--- config.mk ---
export PLATFORM = sky130hd
export DESIGN_NAME = shreg_latch
export DESIGN_NICKNAME = d
export VERILOG_FILES = /design/src/rtl/shreg_pkg.sv /design/src/rtl/shreg_sync.sv /design/src/rtl/shreg_edge.sv /design/src/rtl/shreg_chain.sv /design/src/rtl/shreg_hold.sv /design/src/rtl/shreg_latch.sv
export SDC_FILE = /design/constraint.sdc
export NUM_CORES = 1
export LEC_CHECK = 0
export CAP_MARGIN = 20
export CORE_MARGIN = 2
export CORE_UTILIZATION = 30
export CTS_CLUSTER_SIZE = 14
export DETAILED_ROUTE_END_ITERATION = 10
export PLACE_DENSITY = 0.55
export SYNTH_ARGS = -nofsm -noshare
export SYNTH_HDL_FRONTEND = slang
export SYNTH_SLANG_ARGS = --single-unit
export TNS_END_PERCENT = 50
--- constraint.sdc ---
create_clock -name clk -period 1.2 [get_ports clk]
set_clock_uncertainty 0.2 [all_clocks]
set_input_delay 0.24 -clock clk [delete_from_list [all_inputs] [get_ports clk]]
set_output_delay 0.24 -clock clk [all_outputs]
set_load 0.02 [all_outputs]
--- src/rtl/shreg_pkg.sv ---
package shreg_pkg;

    localparam int DEF_WIDTH = 8;
    localparam int DEF_SYNC  = 2;

    // Index of each sampled input inside the synchronizer bundle
    localparam int IDX_DATA  = 0;
    localparam int IDX_SHIFT = 1;
    localparam int IDX_LOAD  = 2;
    localparam int NUM_SAMPLED = 3;

    // One-cycle pulses produced by the edge detector
    typedef struct packed {
        logic shift;
        logic load;
    } pulse_t;

endpackage

--- src/rtl/shreg_sync.sv ---
module shreg_sync #(
    parameter int N      = 3,
    parameter int STAGES = 2
) (
    input  logic         clk,
    input  logic         rst_n,
    input  logic [N-1:0] d,
    output logic [N-1:0] q
);

    generate
        if (STAGES == 0) begin : g_bypass
            assign q = d;
        end else begin : g_chain
            logic [STAGES-1:0][N-1:0] pipe_d;
            logic [STAGES-1:0][N-1:0] pipe_q;

            always_comb begin
                pipe_d[0] = d;
                for (int i = 1; i < STAGES; i++) begin
                    pipe_d[i] = pipe_q[i-1];
                end
            end

            always_ff @(posedge clk or negedge rst_n) begin
                if (!rst_n) begin
                    pipe_q <= '0;
                end else begin
                    pipe_q <= pipe_d;
                end
            end

            assign q = pipe_q[STAGES-1];
        end
    endgenerate

endmodule

--- src/rtl/shreg_edge.sv ---
module shreg_edge
    import shreg_pkg::*;
(
    input  logic   clk,
    input  logic   rst_n,
    input  logic   shift_s,
    input  logic   load_s,
    output pulse_t pulse
);

    typedef struct packed {
        logic shift_prev;
        logic load_prev;
    } edge_state_t;

    edge_state_t st_d, st_q;

    always_comb begin
        st_d.shift_prev = shift_s;
        st_d.load_prev  = load_s;
        pulse.shift     = shift_s & ~st_q.shift_prev;
        pulse.load      = load_s  & ~st_q.load_prev;
    end

    always_ff @(posedge clk or negedge rst_n) begin
        if (!rst_n) begin
            st_q <= '0;
        end else begin
            st_q <= st_d;
        end
    end

endmodule

--- src/rtl/shreg_chain.sv ---
module shreg_chain #(
    parameter int WIDTH = 8
) (
    input  logic             clk,
    input  logic             clr_async_n,
    input  logic             step,
    input  logic             din,
    output logic [WIDTH-1:0] stages
);

    typedef struct packed {
        logic [WIDTH-1:0] bits;
    } chain_t;

    chain_t ch_d, ch_q;

    always_comb begin
        ch_d = ch_q;
        if (step) begin
            ch_d.bits = {ch_q.bits[WIDTH-2:0], din};
        end
    end

    always_ff @(posedge clk or negedge clr_async_n) begin
        if (!clr_async_n) begin
            ch_q <= '0;
        end else begin
            ch_q <= ch_d;
        end
    end

    assign stages = ch_q.bits;

endmodule

--- src/rtl/shreg_hold.sv ---
module shreg_hold #(
    parameter int WIDTH = 8
) (
    input  logic             clk,
    input  logic             rst_n,
    input  logic             capture,
    input  logic [WIDTH-1:0] src,
    output logic [WIDTH-1:0] held
);

    typedef struct packed {
        logic [WIDTH-1:0] word;
    } hold_t;

    hold_t hd_d, hd_q;

    always_comb begin
        hd_d = hd_q;
        if (capture) begin
            hd_d.word = src;
        end
    end

    always_ff @(posedge clk or negedge rst_n) begin
        if (!rst_n) begin
            hd_q <= '0;
        end else begin
            hd_q <= hd_d;
        end
    end

    assign held = hd_q.word;

endmodule

--- src/rtl/shreg_latch.sv ---
module shreg_latch
    import shreg_pkg::*;
#(
    parameter int WIDTH       = DEF_WIDTH,
    parameter int SYNC_STAGES = DEF_SYNC
) (
    input  logic             clk,
    input  logic             rst_n,
    input  logic             ser_in,
    input  logic             shift_lvl,
    input  logic             load_lvl,
    input  logic             clr_n,
    input  logic             oe_n,
    output logic [WIDTH-1:0] par_q,
    output logic [WIDTH-1:0] par_oe,
    output logic             ser_out
);

    localparam int TOP = WIDTH - 1;

    logic [NUM_SAMPLED-1:0] raw_in;
    logic [NUM_SAMPLED-1:0] smp;
    pulse_t                 pulse;
    logic                   shift_pulse;
    logic                   load_pulse;
    logic                   chain_rst_n;
    logic [WIDTH-1:0]       stages;
    logic [WIDTH-1:0]       held;

    always_comb begin
        raw_in            = '0;
        raw_in[IDX_DATA]  = ser_in;
        raw_in[IDX_SHIFT] = shift_lvl;
        raw_in[IDX_LOAD]  = load_lvl;
    end

    shreg_sync #(
        .N      (NUM_SAMPLED),
        .STAGES (SYNC_STAGES)
    ) u_sync (
        .clk   (clk),
        .rst_n (rst_n),
        .d     (raw_in),
        .q     (smp)
    );

    shreg_edge u_edge (
        .clk     (clk),
        .rst_n   (rst_n),
        .shift_s (smp[IDX_SHIFT]),
        .load_s  (smp[IDX_LOAD]),
        .pulse   (pulse)
    );

    assign shift_pulse = pulse.shift;
    assign load_pulse  = pulse.load;
    assign chain_rst_n = clr_n & rst_n;

    shreg_chain #(
        .WIDTH (WIDTH)
    ) u_chain (
        .clk         (clk),
        .clr_async_n (chain_rst_n),
        .step        (shift_pulse),
        .din         (smp[IDX_DATA]),
        .stages      (stages)
    );

    shreg_hold #(
        .WIDTH (WIDTH)
    ) u_hold (
        .clk     (clk),
        .rst_n   (rst_n),
        .capture (load_pulse),
        .src     (stages),
        .held    (held)
    );

    always_comb begin
        par_oe  = {WIDTH{~oe_n}};
        par_q   = held & par_oe;
        ser_out = stages[TOP];
    end

endmodule

Yosys cells after proc, flatten, opt, wreduce, memory -nomap -nowiden
Index checks and enable logic that the tools add are counted.
Word-level totals
  register bits: 24
  bits of input ports: 7
  word-level logic and storage cells: 13
Cells by class
  bitwise operators: 7
Operator list (count)
  8-bit bitwise AND: 1
  1-bit bitwise AND: 3
  1-bit NOT: 3

Depth between registers and ports, before layout
Gate-level depths: netlist of the first run.
  depth after elaboration: 2
  gate-level depth with buffers: 3
  depth with buffers taken out: 2

Hierarchy
Synthesis of the first run repeated with hierarchy kept, for this count alone.
Unflattened totals
  cell total of the unflattened synthesis: 61
  area total of the unflattened synthesis: 1003.5 µm²
Modules (own cells, without submodules)
  shreg_chain: instances 1, cells each 17, area each 331.6 µm²
  shreg_hold: instances 1, cells each 17, area each 331.6 µm²
  shreg_sync: instances 1, cells each 6, area each 150.1 µm²
  shreg_latch: instances 1, cells each 17, area each 112.6 µm²
  shreg_edge: instances 1, cells each 4, area each 77.6 µm²

Worst setup path after synthesis of the first run
OpenSTA, ideal clock, no wires.
  path kind: reg-to-reg
  start: register u_edge.st_q[1] in the netlist's numbering
  end: register u_chain.ch_q (netlist bit u_chain.stages[0])
  library setup time: 125 ps
  arrival: 914 ps
  required time: 875 ps
  setup slack: -39 ps
  stages on the path, launching flop included: 4
  buffers on the path: 1
  period minus slack after synthesis: 1239 ps
  cells stage by stage: dfrtp_1 > nor2b_4 > buf_6 > mux2_4
Between the ends
  word-level cells in the longest chain between the ends: 2
RTL lines
  start: declaration: line shreg_edge.sv:16  | edge_state_t st_d, st_q;
  start signal: assignment: line shreg_edge.sv:29  | st_q <= st_d;
  1-bit NOT: line shreg_edge.sv:21  | pulse.shift = shift_s & ~st_q.shift_prev;
  1-bit bitwise AND: line shreg_edge.sv:21
  end signal: assignment: line shreg_chain.sv:28  | ch_q <= ch_d;
  end: declaration: line shreg_chain.sv:15  | chain_t ch_d, ch_q;
Every way passes these cells.
A chain may end at the register's enable or synchronous reset.

Worst setup path in the final report of the first run
  start: register u_hold.hd_q (netlist bit u_hold.held[6])
  end: output par_q[6]
Between the ends
  word-level cells in the longest chain between the ends: 1
RTL lines
  start: declaration: line shreg_hold.sv:15  | hold_t hd_d, hd_q;
  start signal: assignment: line shreg_hold.sv:26  | hd_q <= '0;
  start signal: assignment: line shreg_hold.sv:28  | hd_q <= hd_d;
  8-bit bitwise AND: line shreg_latch.sv:81  | par_q = held & par_oe;
  end: declaration: line shreg_latch.sv:14  | output logic [WIDTH-1:0] par_q,
Every way passes these cells.

==> metrics.md, run 1 <==
| Metric | Value |
|---|---|
| Status | finished with violations |
| Failing checks | setup timing |
| M3 GR Usage | 2.484% |
| Netlist cell types | 8 |
| CTS Hold Bufs | 0 |
| First-pass GRT wire length | 2477 um |
| Worst Tran Pin Value | 195.5 ps |
| P_leak | 0.6808 nW |
| Final routed DRC violation total | 0 |
| CTS Buffer Depth | 2 |
| R2r setup slk | -100 ps |
| Max-slew violations | 0 |
| Rel. slew slack | 86.96% |
| Worst vdd ir | 0.0005946 V |
| Diode count | 0 |
| Synth Register Bits | 24 |
| Final Hold Viols | 0 |
| Area share of the largest cell type after synthesis | 59.85% |
| CP Data Arrival Time | 970 ps |
| Remaining antenna violation count | 0 |
| DIE HEIGHT | 61.84 um |
| Synth top cells by count | 24 x dfrtp_1, 16 x mux2_4, 8 x nor2b_1 |
| RSZ-0062 raised after global routing | true |
| # H-tree levels | 1 |
| Cells after synthesis | 61 |
| Vias per cell | 3.923 |
| Cts bufs inserted | 3 |
| Cell area after layout | 1371 sq um |
| Netlist Area Pre-Place | 1003 sq um |
| Initial antenna violation count | 0 |
| Worst Path Max Fanout | 2 |
| IO buf count | 23 |
| Placeable core area | 3128 sq um |
| Hold WS | 111.1 ps |
| Total track usage | 9.363% |
| Mapped Nets | 68 |
| Die Area | 3824 sq um |
| Layout cell share with drive strength beyond 1 | 62.24% |
| Post-synth EDFFs | 0 |
| Area contributors post-synth | dfrtp_1 60%, mux2_4 24%, buf_4 5.2% |
| Largest area contributor in the netlist | dfrtp_1 |
| Site Rows | 20 |
| Kind of critical path | reg2out |
| Hold WC Path Type | in2async |
| Vias | 557 |
| GRT Max-Usage Layer | met2 |
| DP Cell Count | 132 |
| CP endpoint kind | primary output |
| Synth warn | 0 |
| Setup slack after layout | -207.2 ps |
| Post-synth top flop | dfrtp_1 |
| First-pass DRT Iterations | 3 |
| Clk_lat worst skew | 300 ps |
| GPL Wtd Cong | 0.6088 |
| CTS tree | yes |
| Power Dens Cells | 1939 nW/um^2 |
| Final wirelength | 1534 um |
| Met2 usage | 15.34% |
| Asr flop ratio synth | 100.0% |
| Layout area overhead | 36.66% |
| Syn Area/Cell | 16.45 sq um |
| Met1 usage | 11.45% |
| Final period util | 117.3% |
| Max-Cap Viols | 0 |
| Clk slew on worst S/H paths | 120 ps |
| Setup violators final | 25 |
| Grt ovf | 0 |
| Register area share after synthesis | 59.85% |
| Drt wl/cell | 10.80 um |
| Vias in the first global route | 526 |
| R2R depth | 3 |
| Cell Area, Placed | 1349 sq um |
| Die Span X | 61.84 um |
| CTS root buf | clkbuf_4 |
| Final layout net count | 107 |
| Min Tclk post-route | 1407 ps |
| HPWL after DPL | 1162 um |
| Clock tree sinks | 24 |
| Worst endpoint required time | 760 ps |
| Worst R2R Start | u_edge.st_q[1] |
| Io pins | 24 |
| Non-Filler Instances | 142 |
| Largest net degree at the start of global routing | 17 |
| Achievable clock frequency | 710.7 MHz |
| Reg2reg end | u_chain.stages[6] |
| Setup crit start kind | flip-flop |
| Initial Utilization | 32.08% |
| 1st-iter DRT viols | 3 |
| Most frequent cell after synthesis | dfrtp_1 |
[final cells by class]
type	instances	area (sq um)
clock buffer	3	22.52
fill	312	1757
inverter	1	6.256
multi-input combinational	27	331.6
sequential	24	600.6
tap	44	55.05
timing repair buffer	43	355.3
[cells by family after synthesis]
logic type | share of synthesized area [%]
flip-flops | 59.85
buffers and inverters | 7.855
AND/OR/NAND/NOR | 8.355
multiplexers | 23.94
[state kept, by name (all words and copies together), names as in the netlist]
register,flops
u_sync.g_chain.pipe_d,3
u_chain.stages,8
u_sync.q,3
u_hold.held,8
u_edge.st_q,2
[cells in the final DEF, fill, tap and decap left out, drive strengths merged]
| cell type | Yosys | layout |
|---|---|---|
| clkdlybuf4s50 | 0 | 5 |
| inv | 1 | 1 |
| nor2b | 10 | 10 |
| clkbuf | 0 | 3 |
| buf | 9 | 38 |
| dfrtp | 24 | 24 |
| mux2 | 16 | 16 |
| and2 | 1 | 1 |
[critical path: stages, from the launching register on]
cell and delay (ps):
dfrtp_1 390, nor2b_1 130, buf_2 150
[worst max-delay path by stage]
stage	start	endpoint	slack, ps
3_5_place_dp	oe_n	par_oe[4]	-950
6_report	u_hold.held[6]	par_q[6]	-210
3_3_place_gp	oe_n	par_oe[4]	-880
5_1_grt	u_hold.held[3]	par_q[3]	-270
4_1_cts	u_hold.held[6]	par_q[6]	-220
2_1_floorplan	u_edge.st_q[1]	u_chain.stages[0]	-40
[where the power goes]
part           switching, mW  internal (mW)  total, mW
logic                  0.353          0.790       1.14
clock network          0.211          0.117      0.328
registers              0.145           1.04       1.19
total                  0.709           1.95       2.66
[per-layer routing]
metal  vias up  part of all wire, %
met5         -                    0
met4         0                  1.1
met3         2                  7.5
met2        18                   50
met1       266                   41
li1        271                    -
[metrics by stage]
step	utilization, %	TNS [ps]	worst slack, ps	total power, mW
2_1_floorplan	-	-631.9	-39.49	1.732
5_1_grt	43.84	-3955	-273.4	2.824
3_5_place_dp	43.12	-15400	-947.5	2.223
4_1_cts	44.56	-3366	-223.1	2.616
6_report	43.84	-3002	-207.2	2.659
3_3_place_gp	43.12	-14500	-875.8	2.199
[repair_timing]
action	in CTS	in global routing
endpoints found under the setup margin	33	33
gates resized for setup	70	15
pin swaps	0	0
setup buffers	5	2
(Power assumes the default switching activity.)
==> inputs of run 2 (changes only) <==
--- a/config.mk
+++ b/config.mk
@@ -5,12 +5,13 @@
 export SDC_FILE = /design/constraint.sdc
 export NUM_CORES = 1
 export LEC_CHECK = 0
-export CAP_MARGIN = 20
 export CORE_MARGIN = 2
 export CORE_UTILIZATION = 30
 export CTS_CLUSTER_SIZE = 14
 export DETAILED_ROUTE_END_ITERATION = 10
+export HOLD_SLACK_MARGIN = 0.06
 export PLACE_DENSITY = 0.55
+export SKIP_CTS_REPAIR_TIMING = 1
 export SYNTH_ARGS = -nofsm -noshare
 export SYNTH_HDL_FRONTEND = slang
 export SYNTH_SLANG_ARGS = --single-unit
==> metrics.md, run 2 (same netlist as run 1, synthesis figures left out) <==
| Metric | Value |
|---|---|
| CP endpoint kind | primary output |
| Final wirelength | 1501 um |
| Clk_lat worst skew | 300 ps |
| CTS root buf | clkbuf_4 |
| Initial antenna violation count | 0 |
| Min Tclk post-route | 1421 ps |
| Final setup TNS | -3030 ps |
| Placeable core area | 3128 sq um |
| CP Data Arrival Time | 980 ps |
| 1st-iter DRT viols | 3 |
| CTS tree | yes |
| Final period util | 118.4% |
| Met3 WL | 112 um |
| # H-tree levels | 1 |
| CTS Buffer Depth | 2 |
| Reg2reg end | u_chain.stages[6] |
| IO buf count | 23 |
| Power Dens Cells | 1915 nW/um^2 |
| Max-slew violations | 0 |
| Hold WC Path Type | in2async |
| R2R depth | 3 |
| Max-Cap Viols | 0 |
| Grt ovf | 0 |
| Cts bufs inserted | 3 |
| Vias | 542 |
| Worst Tran Pin Value | 197.0 ps |
| Setup crit start kind | flip-flop |
| Vias in the first global route | 497 |
| R2r setup slk | -100 ps |
| Clock tree sinks | 24 |
| Failing checks | setup timing |
| Final Hold Viols | 0 |
| Site Rows | 20 |
| P_leak | 0.6578 nW |
| Status | finished with violations |
| Commonest cells after routing, fill and taps aside | 24 x dfrtp_1, 16 x mux2_4, 14 x buf_4 |
| First-pass DRT Iterations | 3 |
| Setup slack after layout | -220.8 ps |
| Wire length on met2 | 755 um |
| Worst endpoint required time | 760 ps |
| Die Span X | 61.84 um |
| Rel. slew slack | 86.87% |
| DP Cell Count | 132 |
| Non-Filler Instances | 139 |
| Cell Area, Placed | 1349 sq um |
| Vias per cell | 3.899 |
| First-pass GRT wire length | 2428 um |
| Layout cell share with drive strength beyond 1 | 61.05% |
| Layout area overhead | 31.80% |
| Diode count | 0 |
| Worst vdd ir | 0.0005827 V |
| HPWL after DPL | 1162 um |
| Commonest non-fill, non-tap cell in the layout | dfrtp_1 |
| Largest net degree at the start of global routing | 17 |
| Achievable clock frequency | 703.8 MHz |
| Io pins | 24 |
| Drt wl/cell | 10.80 um |
| Setup violators final | 25 |
| Final routed DRC violation total | 0 |
| Kind of critical path | reg2out |
| Total track usage | 9.189% |
| WL met1 | 616 um |
| Cell area after layout | 1323 sq um |
| Die Area | 3824 sq um |
| RSZ-0062 raised after global routing | true |
| Initial Utilization | 32.08% |
| GPL Wtd Cong | 0.6088 |
| Worst R2R Start | u_edge.st_q[1] |
| Remaining antenna violation count | 0 |
| Worst Path Max Fanout | 2 |
| DIE HEIGHT | 61.84 um |
| DR top layer | met4 |
| Final layout net count | 104 |
| Clk slew on worst S/H paths | 120 ps |
## run 2: changes by cell type in the layout (fill, tap and decap cells not counted), sizes merged
cell,previous run,this run
buf,38,24
clkbuf,3,14
## run 2: metrics by stage
step	total power, mW	hold WS (ps)	worst slack, ps	util [%]
after floorplan	1.732	-255.6	-39.49	-
after global placement	2.199	134.4	-875.8	43.12
after detailed placement	2.223	137.8	-947.5	43.12
after CTS	2.555	131.2	-948.4	43.84
after global routing	2.698	121.8	-286.3	42.28
final	2.533	112.0	-220.8	42.28
## run 2: area by class of cell
type,count,area [sq um]
clock buffers,3,22.52
fillers,309,1805
inverters,1,6.256
multi-input cells,27,326.6
flip-flops and latches,24,600.6
well taps,44,55.05
repair buffers,40,311.5
## run 2: worst max-delay path: stages (launching register included)
cell     delay, ps
dfrtp_1        400
nor2b_2        160
buf_6          130
## run 2: worst max-delay path by stage
stage	cells after the start	end	start
floorplan	3	u_chain.stages[0]	u_edge.st_q[1]
global placement	3	par_oe[4]	oe_n
detailed placement	3	par_oe[4]	oe_n
CTS	3	par_oe[4]	oe_n
global route	2	par_q[2]	u_hold.held[2]
finish	2	par_q[7]	u_hold.held[7]
## run 2: per-layer routing
metal	GRT usage [%]	vias to the layer above
li1	-	266
met1	11.58	256
met2	14.59	18
met3	2.484	2
met4	4.559	0
met5	0	-
## run 2: report_power, final
part           switching (mW)  total, mW  internal (mW)
Combinational           0.335       1.03          0.690
Sequential              0.138       1.18           1.04
Clock                   0.210      0.327          0.117
Total                   0.684       2.53           1.85
==> inputs of run 3 (changes only) <==
--- a/config.mk
+++ b/config.mk
@@ -7,7 +7,6 @@
 export LEC_CHECK = 0
 export CORE_MARGIN = 2
 export CORE_UTILIZATION = 30
-export CTS_CLUSTER_SIZE = 14
 export DETAILED_ROUTE_END_ITERATION = 10
 export HOLD_SLACK_MARGIN = 0.06
 export PLACE_DENSITY = 0.55
==> results of run 3 <==
No change in the layout: final DEF, timing and power equal those of run 2.
